==> config.mk <==
export PLATFORM = sky130hd
export DESIGN_NAME = dbuf_irq_ctrl
export DESIGN_NICKNAME = d
export VERILOG_FILES = /design/src/rtl/dbuf_irq_pkg.sv /design/src/rtl/dbuf_cond_flag.sv /design/src/rtl/dbuf_buf_seq.sv /design/src/rtl/dbuf_irq_merge.sv /design/src/rtl/dbuf_irq_ctrl.sv
export SDC_FILE = /design/constraint.sdc
export NUM_CORES = 1
export LEC_CHECK = 0
export ABC_AREA = 0
export BUFFER_PORTS_ARGS = -buffer_cell sky130_fd_sc_hd__buf_2
export CORE_AREA = 2 2 39 41
export DETAILED_ROUTE_END_ITERATION = 16
export DIE_AREA = 0 0 41 43
export RECOVER_POWER = 25
export SLEW_MARGIN = 10
export SYNTH_ARGS = -nofsm -noshare
export SYNTH_HDL_FRONTEND = slang
export SYNTH_SLANG_ARGS = --single-unit
export TNS_END_PERCENT = 100
==> constraint.sdc <==
create_clock -name clk -period 1.37 [get_ports clk]
set_clock_uncertainty 0.1 [all_clocks]
set_input_delay 0.137 -clock clk [delete_from_list [all_inputs] [get_ports clk]]
set_output_delay 0.137 -clock clk [all_outputs]
set_load 0.02 [all_outputs]
==> src/rtl/dbuf_irq_pkg.sv <==
package dbuf_irq_pkg;
  parameter int unsigned DEF_NBUF = 2;

  function automatic int unsigned idx_w(input int unsigned n);
    return (n > 1) ? $clog2(n) : 1;
  endfunction
endpackage

==> src/rtl/dbuf_cond_flag.sv <==
module dbuf_cond_flag (
  input  logic clk,
  input  logic rst_n,
  input  logic set_i,
  input  logic ack_i,
  output logic flag_o
);
  always_ff @(posedge clk or negedge rst_n) begin
    if (!rst_n)      flag_o <= 1'b0;
    else if (set_i)  flag_o <= 1'b1;
    else if (ack_i)  flag_o <= 1'b0;
  end

  AST_SET_WINS: assert property (@(posedge clk) disable iff (!rst_n)
    set_i |=> flag_o);
  AST_ACK_CLEARS: assert property (@(posedge clk) disable iff (!rst_n)
    (ack_i && !set_i) |=> !flag_o);
endmodule

==> src/rtl/dbuf_buf_seq.sv <==
module dbuf_buf_seq #(
  parameter int unsigned NBUF = dbuf_irq_pkg::DEF_NBUF,
  localparam int unsigned AW  = dbuf_irq_pkg::idx_w(NBUF)
) (
  input  logic            clk,
  input  logic            rst_n,
  input  logic            fill_done,
  input  logic [NBUF-1:0] buf_supply,
  output logic [AW-1:0]   active,
  output logic [NBUF-1:0] full_set,
  output logic            ovr_set
);
  logic [NBUF-1:0] armed, armed_n;
  logic [AW-1:0]   nxt;

  assign nxt = (active == AW'(NBUF-1)) ? '0 : active + AW'(1);

  for (genvar i = 0; i < NBUF; i++) begin : g_set
    assign full_set[i] = fill_done && (active == AW'(i));
  end

  assign ovr_set = fill_done && !(armed[nxt] || buf_supply[nxt]);

  always_comb begin
    armed_n = armed | buf_supply;
    if (fill_done) armed_n[nxt] = 1'b0;
  end

  always_ff @(posedge clk or negedge rst_n) begin
    if (!rst_n) begin
      armed  <= '0;
      active <= '0;
    end else begin
      armed <= armed_n;
      if (fill_done) active <= nxt;
    end
  end

  AST_ADVANCE: assert property (@(posedge clk) disable iff (!rst_n)
    fill_done |=> (active != $past(active)));
  AST_HOLD: assert property (@(posedge clk) disable iff (!rst_n)
    !fill_done |=> $stable(active));
endmodule

==> src/rtl/dbuf_irq_merge.sv <==
module dbuf_irq_merge #(
  parameter int unsigned NCOND = 3
) (
  input  logic [NCOND-1:0] flags,
  input  logic [NCOND-1:0] enables,
  output logic             req
);
  assign req = |(flags & enables);
endmodule

==> src/rtl/dbuf_irq_ctrl.sv <==
module dbuf_irq_ctrl #(
  parameter int unsigned NBUF  = dbuf_irq_pkg::DEF_NBUF,
  localparam int unsigned NCOND = NBUF + 1,
  localparam int unsigned AW    = dbuf_irq_pkg::idx_w(NBUF)
) (
  input  logic             clk,
  input  logic             rst_n,
  input  logic             fill_done,
  input  logic [NBUF-1:0]  buf_supply,
  input  logic             ack_wr,
  input  logic [NCOND-1:0] ack_data,
  input  logic [NCOND-1:0] irq_en,
  output logic             irq,
  output logic [NCOND-1:0] status,
  output logic [AW-1:0]    active_buf
);
  logic [NBUF-1:0]  full_set;
  logic             ovr_set;
  logic [NCOND-1:0] set_vec, ack_vec;

  dbuf_buf_seq #(.NBUF(NBUF)) u_seq (
    .clk(clk), .rst_n(rst_n), .fill_done(fill_done), .buf_supply(buf_supply),
    .active(active_buf), .full_set(full_set), .ovr_set(ovr_set)
  );

  assign set_vec = {ovr_set, full_set};
  assign ack_vec = ack_wr ? ack_data : '0;

  for (genvar c = 0; c < NCOND; c++) begin : g_flag
    dbuf_cond_flag u_flag (
      .clk(clk), .rst_n(rst_n), .set_i(set_vec[c]), .ack_i(ack_vec[c]),
      .flag_o(status[c])
    );
  end

  dbuf_irq_merge #(.NCOND(NCOND)) u_merge (
    .flags(status), .enables(irq_en), .req(irq)
  );

  AST_OVR_OWN_ACK: assert property (@(posedge clk) disable iff (!rst_n)
    (status[NBUF] && !(ack_wr && ack_data[NBUF])) |=> status[NBUF]);
  AST_IRQ_LEVEL: assert property (@(posedge clk) disable iff (!rst_n)
    (irq && !ack_wr) |=> (irq || !$stable(irq_en)));
  AST_FULL_SEEN: assert property (@(posedge clk) disable iff (!rst_n)
    fill_done |=> status[$past(active_buf)]);
endmodule

==> impl_metrics.ini <==
[sta]
hold_viol = 0
setup_viol = 1
fmax_ghz = 0.721
tightest_slew_ns = 0.335
max_slew_margin = 0.777
slew_viol_final = 0
fin_crit_sh = 1.01
rsz0062_at_grt = true
worst_slack_ns = -0.0167
fin_crit_ns = 1.39

[setup_path]
r2r_slack_ns = 0.29
cp_slowest_stage_delay_ns = 0.37
crit_fanout = 2
path_delay_family = flip-flops
r2r_cells = 2
crit_required_ns = 1.13
rr_startpoint = u_seq.active
cp.arrival_ns = 1.15
r2r_end = g_flag[2].u_flag.flag_o
crit_type = reg -> out
worst_setup_path_end_kind = primary output
worstSetupStartpointType = flop
crit_path_top_delay_cell = dfrtp_1
path_buf_inv = 2
crit_start = g_flag[0].u_flag.flag_o
cp_cell_sequence = a222oi_1 -> inv_1 -> buf_6

[grt]
grt_max_degree = 7
antenna_found_initial = 0
grt_pass1_wl_um = 897
gr-total-overflow = 0
grt_pass1_vias = 230
track_usage = 0.0841

[floorplanning]
dieArea_um2 = 1760
rows = 14
initial_utilization = 0.192
core-area_um2 = 1380
io_pins = 17
die_h_um = 43
dieWidth_um = 41

[logic_synthesis]
synthCells = 24
syn_avg_cell_area_um2 = 11.1
ys_seq_area_frac = 0.566
netlist_area_um2 = 265
synth.net_count = 36
ys_seq_elements = 6
synth_cell_types = 12
yosys_warnings = 0

[cts]
htreeDepth = 1
insertion_delay_ns = 0.24
cts_tree = yes
clockBufferDepth = 2
cts_root_buffer = clkbuf_4
cts_made_buffers = 3
cts.clk_slew.worst_paths_ns = 0.04
cts.sinks = 6

[worst_hold_path]
hold_depth = 3
hold_path.class = in -> reg
holdPathEnd = u_seq.armed[0]
hold_start = buf_supply[0]

[power]
power_density_nw_per_um2 = 2000
power.share.combinational = 0.434
p_sw_frac = 0.356
pwr-share-seq = 0.368
p_switching_uw = 289
clkPwrFrac = 0.198
peakVddDrop_uv = 903
p_int_uw = 524
p_leak_uw = 0.000210

[flow_run]
drv_cap = 0

[drt]
first_iter_violations = 5
wl_um = 584
ant_nets = 0
drtPass1Iterations = 4
vias = 247
drcViolationCount = 0
via_per_inst = 4.12
drt-wirelength-per-cell_um = 9.73

[finish]
nFillCells = 152
nets = 58
area_growth_pct = 52.8
diodes = 0
fin_cells = 60
final_util = 0.293
drive_above_1_share = 0.477

[outcome]
status = finished with violations
violations = setup timing

[placed_design]
place.gp.congestion = 0.671
place_inst = 53
portBuffers = 16
place_hpwl_um = 432
cells in the mapped netlist:
library cell  instances  area (um^2)
buf_4                 3         22.5
a21o_1                2         15.0
dfrtp_1               6          150
a21boi_0              1         7.51
nand2_1               2         7.51
inv_1                 1         3.75
and2_4                1         8.76
nor2_1                4         15.0
nor2b_1               1         6.26
xor2_1                1         8.76
a221o_1               1         10.0
a222oi_1              1         10.0
placed cells by master, fill, tap and decap left out, drive strengths merged:
cell,n
a21boi,1
and2,1
nand2,2
dlygate4sd3,2
a221o,1
nor2,4
a21o,2
nor2b,1
dfrtp,6
clkbuf,4
a222oi,1
buf,17
xor2,1
inv,1
cell families (layout without fill, tap and decap cells):
group | after synthesis | in the layout | share of synthesized area
simple gates | 8 | 8 | 0.142
flops | 6 | 6 | 0.566
compound gates | 5 | 5 | 0.160
buf+inv | 4 | 24 | 0.0990
xor+xnor | 1 | 1 | 0.0330
worst register-to-register path: stages (launching register included):
cell	delay, ns
dfrtp_1	0.40
and2_4	0.16
a221o_1	0.30
through the flow:
step	hold WS (ns)	TNS, ns	power (uW)	cell area [um^2]	setup slack, ns
4_1_cts	0.0384	-0.0205	823	407	-0.0205
2_1_floorplan	-0.259	0	547	265	0.215
6_report	0.0373	-0.0167	813	405	-0.0167
3_5_place_dp	-0.131	0	598	343	0.210
5_1_grt	0.0567	-0.0636	880	405	-0.0636
3_3_place_gp	-0.133	0	592	343	0.233
registers in the layout (all words and copies together) (netlist names):
register / cells
g_flag.u_flag.flag_o: 3
u_seq.active: 1
u_seq.armed: 2
worst max path at each step:
stage,end,slack [ns],depth (start not counted)
floorplan,g_flag[2].u_flag.flag_o,0.22,2
global placement,irq,0.23,3
detailed placement,irq,0.21,3
CTS,irq,-0.02,3
global route,irq,-0.06,3
finish,irq,-0.02,3
what timing repair did:
action,in CTS,in global routing
setup endpoints to repair,1,1
hold buffers,2,0
buffers inserted,2,0
gates resized for setup,2,0
hold endpoints to repair,7,0
pin swaps,1,1
final cells by class:
class | instances | area [um^2] | area share
Timing Repair Buffer | 20 | 120 | 0.296
Multi-Input combinational cell | 14 | 88.8 | 0.219
Sequential cell | 6 | 150 | 0.370
Clock buffer | 3 | 22.5 | 0.0556
Inverter | 1 | 3.75 | 0.00926
Tap cell | 16 | 20.0 | 0.0494
routing by layer:
metal	vias up	routed length, um	GRT usage
met1	109	233	0.0861
met5	-	0	0
li1	118	-	-
met4	0	0	0.0400
met3	0	89	0.0628
met2	20	262	0.122
power by group through the flow:
stage	Combinational, uW	Sequential (uW)	Clock (uW)
after floorplan	228	318	0
after global placement	288	304	0
after detailed placement	292	306	0
after CTS	355	298	169
after global routing	385	305	191
final	353	299	161
Power figures use the tool's default switching activity.
